`src/rtl/pcu_pkg.sv`:
```
package pcu_pkg;

    typedef enum logic [2:0] {
        SH_IDLE,
        SH_HELD,
        SH_ARM_CFG,
        SH_ARM_BOTH,
        SH_ARM_CFG_HELD,
        SH_ARM_BOTH_HELD
    } shadow_state_e;

    localparam logic [1:0] ADDR_VAL  = 2'd0;
    localparam logic [1:0] ADDR_CFG  = 2'd1;
    localparam logic [1:0] ADDR_IEN  = 2'd2;
    localparam logic [1:0] ADDR_IDIS = 2'd3;

    localparam int FLAG_MATCH = 0;
    localparam int FLAG_UPD   = 1;
    localparam int NUM_FLAGS  = 2;

endpackage

```
`src/rtl/pcu_period_ctr.sv`:
```
module pcu_period_ctr #(
    parameter int UPR_W = 4
) (
    input  logic             clk,
    input  logic             rst_n,
    input  logic             period_end_i,
    input  logic [UPR_W-1:0] upr_i,
    output logic [UPR_W-1:0] cnt_o,
    output logic             boundary_o
);

    logic [UPR_W-1:0] cnt_q;
    logic             at_top;

    always_comb begin
        at_top     = (cnt_q == upr_i);
        boundary_o = period_end_i && at_top;
        cnt_o      = cnt_q;
    end

    always_ff @(posedge clk) begin
        if (!rst_n) begin
            cnt_q <= '0;
        end else if (period_end_i) begin
            if (at_top) begin
                cnt_q <= '0;
            end else begin
                cnt_q <= cnt_q + 1'b1;
            end
        end
    end


    cnt_hold_chk: assert property (@(posedge clk) disable iff (!rst_n)
        !period_end_i |=> $stable(cnt_q));


    cnt_range_chk: assert property (@(posedge clk) disable iff (!rst_n)
        cnt_q <= upr_i);

endmodule

```
`src/rtl/pcu_shadow_fsm.sv`:
```
module pcu_shadow_fsm
    import pcu_pkg::*;
#(
    parameter int CNT_W = 16,
    parameter int UPR_W = 4
) (
    input  logic             clk,
    input  logic             rst_n,
    input  logic             wr_val_i,
    input  logic             wr_cfg_i,
    input  logic [CNT_W-1:0] val_data_i,
    input  logic [UPR_W:0]   cfg_data_i,
    input  logic             boundary_i,
    output logic [CNT_W-1:0] act_val_o,
    output logic             act_en_o,
    output logic [UPR_W-1:0] act_upr_o,
    output logic             commit_o
);

    shadow_state_e state_q, state_d, base_s;

    logic [CNT_W-1:0] sh_val_q;
    logic [CNT_W-1:0] stg_val_q;
    logic             stg_en_q;
    logic [UPR_W-1:0] stg_upr_q;
    logic [CNT_W-1:0] act_val_q;
    logic             act_en_q;
    logic [UPR_W-1:0] act_upr_q;

    logic armed, carry_val, held, commit;

    // Decode of the current state
    always_comb begin
        armed     = (state_q == SH_ARM_CFG) || (state_q == SH_ARM_BOTH) ||
                    (state_q == SH_ARM_CFG_HELD) || (state_q == SH_ARM_BOTH_HELD);
        carry_val = (state_q == SH_ARM_BOTH) || (state_q == SH_ARM_BOTH_HELD);
        held      = (state_q == SH_HELD) || (state_q == SH_ARM_CFG_HELD) ||
                    (state_q == SH_ARM_BOTH_HELD);
        commit    = boundary_i && armed;
    end

    // Next state: commit first, then the write of this cycle
    always_comb begin
        if (commit) begin
            base_s = held ? SH_HELD : SH_IDLE;
        end else begin
            base_s = state_q;
        end
        state_d = base_s;
        if (wr_val_i) begin
            unique case (base_s)
                SH_IDLE:          state_d = SH_HELD;
                SH_HELD:          state_d = SH_HELD;
                SH_ARM_CFG:       state_d = SH_ARM_CFG_HELD;
                SH_ARM_BOTH:      state_d = SH_ARM_BOTH_HELD;
                SH_ARM_CFG_HELD:  state_d = SH_ARM_CFG_HELD;
                SH_ARM_BOTH_HELD: state_d = SH_ARM_BOTH_HELD;
                default:          state_d = SH_IDLE;
            endcase
        end else if (wr_cfg_i) begin
            unique case (base_s)
                SH_IDLE:          state_d = SH_ARM_CFG;
                SH_HELD:          state_d = SH_ARM_BOTH;
                SH_ARM_CFG:       state_d = SH_ARM_CFG;
                SH_ARM_BOTH:      state_d = SH_ARM_BOTH;
                SH_ARM_CFG_HELD:  state_d = SH_ARM_BOTH;
                SH_ARM_BOTH_HELD: state_d = SH_ARM_BOTH;
                default:          state_d = SH_IDLE;
            endcase
        end
    end

    // State register
    always_ff @(posedge clk) begin
        if (!rst_n) begin
            state_q <= SH_IDLE;
        end else begin
            state_q <= state_d;
        end
    end

    // Shadow, staging and active registers
    always_ff @(posedge clk) begin
        if (!rst_n) begin
            sh_val_q  <= '0;
            stg_val_q <= '0;
            stg_en_q  <= 1'b0;
            stg_upr_q <= '0;
            act_val_q <= '0;
            act_en_q  <= 1'b0;
            act_upr_q <= '0;
        end else begin
            if (wr_val_i) begin
                sh_val_q <= val_data_i;
            end
            if (wr_cfg_i) begin
                stg_en_q  <= cfg_data_i[0];
                stg_upr_q <= cfg_data_i[UPR_W:1];
                if (held) begin
                    stg_val_q <= sh_val_q;
                end
            end
            if (commit) begin
                act_en_q  <= stg_en_q;
                act_upr_q <= stg_upr_q;
                if (carry_val) begin
                    act_val_q <= stg_val_q;
                end
            end
        end
    end

    always_comb begin
        act_val_o = act_val_q;
        act_en_o  = act_en_q;
        act_upr_o = act_upr_q;
        commit_o  = commit;
    end


    act_val_bound_chk: assert property (@(posedge clk) disable iff (!rst_n)
        !$stable(act_val_q) |-> $past(boundary_i));


    act_cfg_bound_chk: assert property (@(posedge clk) disable iff (!rst_n)
        !$stable(act_upr_q) |-> $past(boundary_i));


    held_only_chk: assert property (@(posedge clk) disable iff (!rst_n)
        (state_q == SH_HELD) |=> $stable(act_val_q));

endmodule

```
`src/rtl/pcu_match_det.sv`:
```
module pcu_match_det #(
    parameter int CNT_W = 16
) (
    input  logic             clk,
    input  logic             rst_n,
    input  logic             en_i,
    input  logic [CNT_W-1:0] val_i,
    input  logic [CNT_W-1:0] cnt_i,
    output logic             event_o,
    output logic             pulse_o
);

    logic eq, eq_prev_q, pulse_q;

    always_comb begin
        eq      = en_i && (cnt_i == val_i);
        event_o = eq && !eq_prev_q;
        pulse_o = pulse_q;
    end

    always_ff @(posedge clk) begin
        if (!rst_n) begin
            eq_prev_q <= 1'b0;
            pulse_q   <= 1'b0;
        end else begin
            eq_prev_q <= eq;
            pulse_q   <= event_o;
        end
    end


    match_single_chk: assert property (@(posedge clk) disable iff (!rst_n)
        pulse_q |=> !pulse_q);

endmodule

```
`src/rtl/pcu_irq_flags.sv`:
```
module pcu_irq_flags
    import pcu_pkg::*;
(
    input  logic                 clk,
    input  logic                 rst_n,
    input  logic                 ev_match_i,
    input  logic                 ev_upd_i,
    input  logic                 rd_i,
    input  logic [NUM_FLAGS-1:0] mask_set_i,
    input  logic [NUM_FLAGS-1:0] mask_clr_i,
    output logic [NUM_FLAGS-1:0] flags_o,
    output logic                 irq_o
);

    logic [NUM_FLAGS-1:0] flags_q, mask_q, events;

    always_comb begin
        events             = '0;
        events[FLAG_MATCH] = ev_match_i;
        events[FLAG_UPD]   = ev_upd_i;
    end

    genvar gi;
    generate
        for (gi = 0; gi < NUM_FLAGS; gi++) begin : g_flag
            always_ff @(posedge clk) begin
                if (!rst_n) begin
                    flags_q[gi] <= 1'b0;
                    mask_q[gi]  <= 1'b0;
                end else begin
                    flags_q[gi] <= events[gi] || (flags_q[gi] && !rd_i);
                    if (mask_set_i[gi]) begin
                        mask_q[gi] <= 1'b1;
                    end else if (mask_clr_i[gi]) begin
                        mask_q[gi] <= 1'b0;
                    end
                end
            end


            flag_hold_chk: assert property (@(posedge clk) disable iff (!rst_n)
                (flags_q[gi] && !rd_i) |=> flags_q[gi]);


            flag_event_chk: assert property (@(posedge clk) disable iff (!rst_n)
                events[gi] |=> flags_q[gi]);
        end
    endgenerate

    always_comb begin
        flags_o = flags_q;
        irq_o   = |(flags_q & mask_q);
    end

endmodule

```
`src/rtl/pwm_cmp_shadow.sv`:
```
module pwm_cmp_shadow
    import pcu_pkg::*;
#(
    parameter int CNT_W = 16,
    parameter int UPR_W = 4
) (
    input  logic             clk,
    input  logic             rst_n,
    input  logic             wr_en,
    input  logic [1:0]       wr_addr,
    input  logic [CNT_W-1:0] wr_data,
    input  logic             stat_rd,
    input  logic [CNT_W-1:0] ref_cnt,
    input  logic             ref_period_end,
    output logic             match_pulse,
    output logic             upd_pulse,
    output logic             irq,
    output logic [1:0]       stat_flags,
    output logic [CNT_W-1:0] act_value,
    output logic             act_enable,
    output logic [UPR_W-1:0] act_upr,
    output logic [UPR_W-1:0] upr_cnt
);

    localparam int CFG_W = UPR_W + 1;

    logic                 wr_val, wr_cfg;
    logic [NUM_FLAGS-1:0] mask_set, mask_clr;
    logic                 boundary, commit, match_ev, upd_q;

    always_comb begin
        wr_val   = wr_en && (wr_addr == ADDR_VAL);
        wr_cfg   = wr_en && (wr_addr == ADDR_CFG);
        mask_set = (wr_en && (wr_addr == ADDR_IEN))  ? wr_data[NUM_FLAGS-1:0] : '0;
        mask_clr = (wr_en && (wr_addr == ADDR_IDIS)) ? wr_data[NUM_FLAGS-1:0] : '0;
    end

    pcu_period_ctr #(.UPR_W(UPR_W)) u_ctr (
        .clk          (clk),
        .rst_n        (rst_n),
        .period_end_i (ref_period_end),
        .upr_i        (act_upr),
        .cnt_o        (upr_cnt),
        .boundary_o   (boundary)
    );

    pcu_shadow_fsm #(.CNT_W(CNT_W), .UPR_W(UPR_W)) u_fsm (
        .clk        (clk),
        .rst_n      (rst_n),
        .wr_val_i   (wr_val),
        .wr_cfg_i   (wr_cfg),
        .val_data_i (wr_data),
        .cfg_data_i (wr_data[CFG_W-1:0]),
        .boundary_i (boundary),
        .act_val_o  (act_value),
        .act_en_o   (act_enable),
        .act_upr_o  (act_upr),
        .commit_o   (commit)
    );

    pcu_match_det #(.CNT_W(CNT_W)) u_match (
        .clk     (clk),
        .rst_n   (rst_n),
        .en_i    (act_enable),
        .val_i   (act_value),
        .cnt_i   (ref_cnt),
        .event_o (match_ev),
        .pulse_o (match_pulse)
    );

    pcu_irq_flags u_flags (
        .clk        (clk),
        .rst_n      (rst_n),
        .ev_match_i (match_ev),
        .ev_upd_i   (commit),
        .rd_i       (stat_rd),
        .mask_set_i (mask_set),
        .mask_clr_i (mask_clr),
        .flags_o    (stat_flags),
        .irq_o      (irq)
    );

    always_ff @(posedge clk) begin
        if (!rst_n) begin
            upd_q <= 1'b0;
        end else begin
            upd_q <= commit;
        end
    end

    assign upd_pulse = upd_q;


    upd_single_chk: assert property (@(posedge clk) disable iff (!rst_n)
        upd_q |=> !upd_q);


    upd_flag_chk: assert property (@(posedge clk) disable iff (!rst_n)
        upd_q |-> stat_flags[FLAG_UPD]);

endmodule

```
`config.mk`:
```
export PLATFORM = sky130hd
export DESIGN_NAME = pwm_cmp_shadow
export DESIGN_NICKNAME = d
export VERILOG_FILES = /design/src/rtl/pcu_pkg.sv /design/src/rtl/pcu_period_ctr.sv /design/src/rtl/pcu_shadow_fsm.sv /design/src/rtl/pcu_match_det.sv /design/src/rtl/pcu_irq_flags.sv /design/src/rtl/pwm_cmp_shadow.sv
export SDC_FILE = /design/constraint.sdc
export NUM_CORES = 1
export LEC_CHECK = 0
export CORE_UTILIZATION = 30
export CTS_BUF_LIST = sky130_fd_sc_hd__clkbuf_2 sky130_fd_sc_hd__clkbuf_4 sky130_fd_sc_hd__clkbuf_8
export DETAILED_ROUTE_END_ITERATION = 8
export DONT_BUFFER_PORTS = 1
export PLACE_DENSITY_LB_ADDON = 0.1
export RECOVER_POWER = 25
export SETUP_SLACK_MARGIN = 0.15
export SLEW_MARGIN = 30
export SYNTH_ARGS = -nofsm -noshare
export SYNTH_HDL_FRONTEND = slang
export SYNTH_SLANG_ARGS = --single-unit
```
`constraint.sdc`:
```
create_clock -name clk -period 1.75 [get_ports clk]
set_clock_uncertainty 0.1 [all_clocks]
set_input_delay 0.35 -clock clk [delete_from_list [all_inputs] [get_ports clk]]
set_output_delay 0.35 -clock clk [all_outputs]
set_load 0.1 [all_outputs]
```
==> results_dict.tcl <==
set metrics [dict create \
    outcome "complete, but fails checks" \
    failing_checks "negative setup slack" \
    timing.critical_path.from "u_fsm.act_val_o[13]$_SDFFE_PN0P_" \
    peakVddDrop_mv 0.2991 \
    route.antenna.remaining_nets 0 \
    syn-num-nets 339 \
    synth_sequential_area_ratio 0.4869 \
    fill_cells 964 \
    num_io_pins 69 \
    finalCoreUtilization 0.3995 \
    period_minus_slack_ns 1.822 \
    finalHoldViolations 0 \
    cts_tree "yes" \
    clockPowerShare 0.405 \
    numPortBuffers 0 \
    chipWidth_um 101.3 \
    post_synth_fa_ha_maj_area_fraction 0.004227 \
    post_route_cells_drive_above_1_share 0.2968 \
    setup_violations 2 \
    route.detailed.drc 0 \
    worst_hold_slack_ns 0.01311 \
    timing_worst_slew_pin_value_ns 0.5387 \
    internal-power_mw 2.268 \
    drt_wl_total_um 6752 \
    net-switching-power_uw 827.8 \
    critical_path.max_fanout 3 \
    synth-compound-area-share 0.1306 \
    synth_xor_area_frac 0.07354 \
    layout.cells.most_common_list "sky130_fd_sc_hd__nand2_1, sky130_fd_sc_hd__dfxtp_1, sky130_fd_sc_hd__buf_4" \
    synth-async-reset-ratio 0 \
    synth_enable_flop_cells 0 \
    leading_cell_type_in_the_layout_fill_and_taps_excluded "sky130_fd_sc_hd__nand2_1" \
    maxSlewViolCount 0 \
    synthMuxAreaShare 0.07439 \
    start_util 0.3144 \
    place.detailed.hpwl_um 4725 \
    synth.cell_area_um2 2960 \
    commonest_register_cell_after_synthesis "sky130_fd_sc_hd__dfxtp_1" \
    drt_pre_antenna_iters 4 \
    detail_route.iter0.violations 40 \
    crit_path_start_kind "register" \
    total_global_route_track_usage 0.1437 \
    netlist_instances 299 \
    wire_length_of_the_first_global_routing_pass_um 10950 \
    hold_path_class "primary input to register" \
    worstHoldStart "wr_data[6]" \
    maxCapViolations 0 \
    slew_headroom 0.6424 \
    power_switching_share 0.2673 \
    power.share.sequential 0.532 \
    clock_tree.root_cell "sky130_fd_sc_hd__clkbuf_8" \
    cp.arrival_ns 2.00 \
    design.core.area_um2 9415 \
    finalWeightedCongestion 0.7187 \
    critPathCaptureType "register" \
    total_power_mw 3.096 \
    vias 2200 \
    clk_lat_worst_skew_ns 0.36 \
    pwr_density_cell_nw_per_um2 823.2 \
    numCtsBuffers 9 \
    post_synth.cell_area_avg_um2 9.901 \
    leakage_nw 1.570 \
    cts_max_path_buffers 2 \
    yosys_warnings 0 \
    rsz0062_at_grt "true" \
    worst_ep_required_time_ns 1.93 \
    final_min_period_over_clock_period 1.041 \
    grt_overflow 0 \
    worst-setup-path-type "register to register" \
    nNetsFinal 382 \
    number_of_antenna_violations_at_the_first_check_in_global_routing 0 \
    postLayoutCellArea_um2 3761 \
    synth_simple_gate_area_share 0.1991 \
    routedWlPerCell_um 14.18 \
    die-area_um2 10270 \
    cts.sinks 72 \
    clkTransAtPathRegs_ns 0.10 \
    antenna-diode-count 0 \
    floorplan.die.height_um 101.3 \
    flow.area_growth_from_synthesis_pct 27.05 \
    first_global_vias 2188 \
    crit-reg2reg-launch "u_fsm.act_val_o[13]$_SDFFE_PN0P_" \
    ys_seq_elements 72 \
    max_freq_mhz 548.8 \
    power.combinational.fraction 0.062 \
    synth_top_family_by_area "simple AND/OR/NAND/NOR gates" \
    row_count 35 \
    netlist-cell-type-count 40 \
    routed_via_density 4.622 \
    ctsHtreeMaxLevel 3 \
    dpl-instance-area_um2 3515 \
    setup_ws_ns -0.07214 \
    grt_start_max_net_pins 57 \
]
## path summary, 6_finish.rpt
check / cells after the start / endpoint / slack, ns
worst max-delay path: 6 / u_flags.flags_o[0]$_SDFF_PN0_ / -0.07
worst min-delay path: 1 / u_fsm.sh_val_q[6]$_SDFFE_PN0P_ / 0.01
worst max register to register: 6 / u_flags.flags_o[0]$_SDFF_PN0_ / -0.07
worst min register to register: 1 / u_match.pulse_o$_SDFF_PN0_ / 0.34
## registers in the layout, indices dropped and copies added (netlist names), 3 cells and up
name,count
u_fsm.act_upr_o,4
u_fsm.state_q,3
u_fsm.sh_val_q,16
u_fsm.stg_val_q,16
u_ctr.cnt_o,4
u_fsm.stg_upr_q,4
u_fsm.act_val_o,16
## stage by stage
step           setup TNS [ns]  std cells  setup slack, ns
6_report              -0.1025        476         -0.07214
5_1_grt               -0.4433        476          -0.1900
4_1_cts               -0.2917        476          -0.1485
3_5_place_dp          -0.2128        455          -0.1342
3_3_place_gp         -0.08207        455         -0.05731
2_1_floorplan         -0.3443        299         -0.02857
## repair_timing
item / 4_1_cts / 5_1_grt
pin swaps: 2 / 2
gates resized for setup: 1 / 4
cloned: 0 / 0
endpoints found under the setup margin: 8 / 24
buffers inserted: 0 / 0
hold endpoints to repair: 5 / 0
hold buffers: 5 / 0
## synth_stat cells (2+ instances only)
master	instances	area (um2)
sky130_fd_sc_hd__a21boi_0	11	82.58
sky130_fd_sc_hd__a21boi_1	10	75.07
sky130_fd_sc_hd__a22o_1	17	148.9
sky130_fd_sc_hd__a31o_2	2	17.52
sky130_fd_sc_hd__and2_1	3	18.77
sky130_fd_sc_hd__and3_1	2	12.51
sky130_fd_sc_hd__buf_2	8	40.04
sky130_fd_sc_hd__buf_6	2	22.52
sky130_fd_sc_hd__clkbuf_1	7	26.28
sky130_fd_sc_hd__dfxtp_1	72	1441
sky130_fd_sc_hd__mux2i_1	22	220.2
sky130_fd_sc_hd__nand2_1	56	210.2
sky130_fd_sc_hd__nand3_1	3	15.01
sky130_fd_sc_hd__nand4_1	4	25.02
sky130_fd_sc_hd__nor2_1	9	33.78
sky130_fd_sc_hd__nor2b_1	20	125.1
sky130_fd_sc_hd__nor3b_1	3	22.52
sky130_fd_sc_hd__nor4_1	3	18.77
sky130_fd_sc_hd__o21ai_0	3	15.01
sky130_fd_sc_hd__xnor2_1	2	17.52
sky130_fd_sc_hd__xor2_1	21	183.9
## kinds of logic after synthesis
| logic type | after synthesis |
|---|---|
| xor gates and xnor gates | 24 |
| adders and majority gates | 1 |
| AOI/OAI and AO/OA | 49 |
| buffers and inverters | 18 |
| and+or+nand+nor | 113 |
| DFF | 72 |
| muxes | 22 |
## power by group through the flow
stage / clock network (mW) / registers, mW / logic [mW]
2_1_floorplan: 0 / 1.71 / 0.125
3_3_place_gp: 0 / 1.69 / 0.188
3_5_place_dp: 0 / 1.69 / 0.188
4_1_cts: 1.31 / 1.65 / 0.198
5_1_grt: 1.38 / 1.65 / 0.210
6_report: 1.26 / 1.65 / 0.193
## metal layers
metal / vias to the layer above / GRT usage / wire, um
li1: 1112 / - / -
met1: 1021 / 0.1874 / 3335
met2: 58 / 0.2240 / 3006
met3: 9 / 0.03244 / 305
met4: 0 / 0.07135 / 104
met5: - / 0 / 0
## final cells by class
cell class	instances	area, um2	share of cell area
repair buffers	49	416.7	0.1108
inverters	1	3.754	0.0009980
well taps	129	161.4	0.04291
multi-input cells	209	1466	0.3899
clock inverters	7	63.81	0.01697
flip-flops and latches	72	1525	0.4055
clock buffers	9	123.9	0.03293
## worst max-delay path, stage by stage (launching register included)
cell                      delay [ns]
sky130_fd_sc_hd__dfxtp_4        0.35
sky130_fd_sc_hd__xor2_1         0.16
sky130_fd_sc_hd__nor4_2         0.29
sky130_fd_sc_hd__buf_4          0.15
sky130_fd_sc_hd__nand4_1        0.12
sky130_fd_sc_hd__or4_4          0.47
sky130_fd_sc_hd__o21ai_2        0.13
Note: power is estimated with default switching activity, not from simulation.
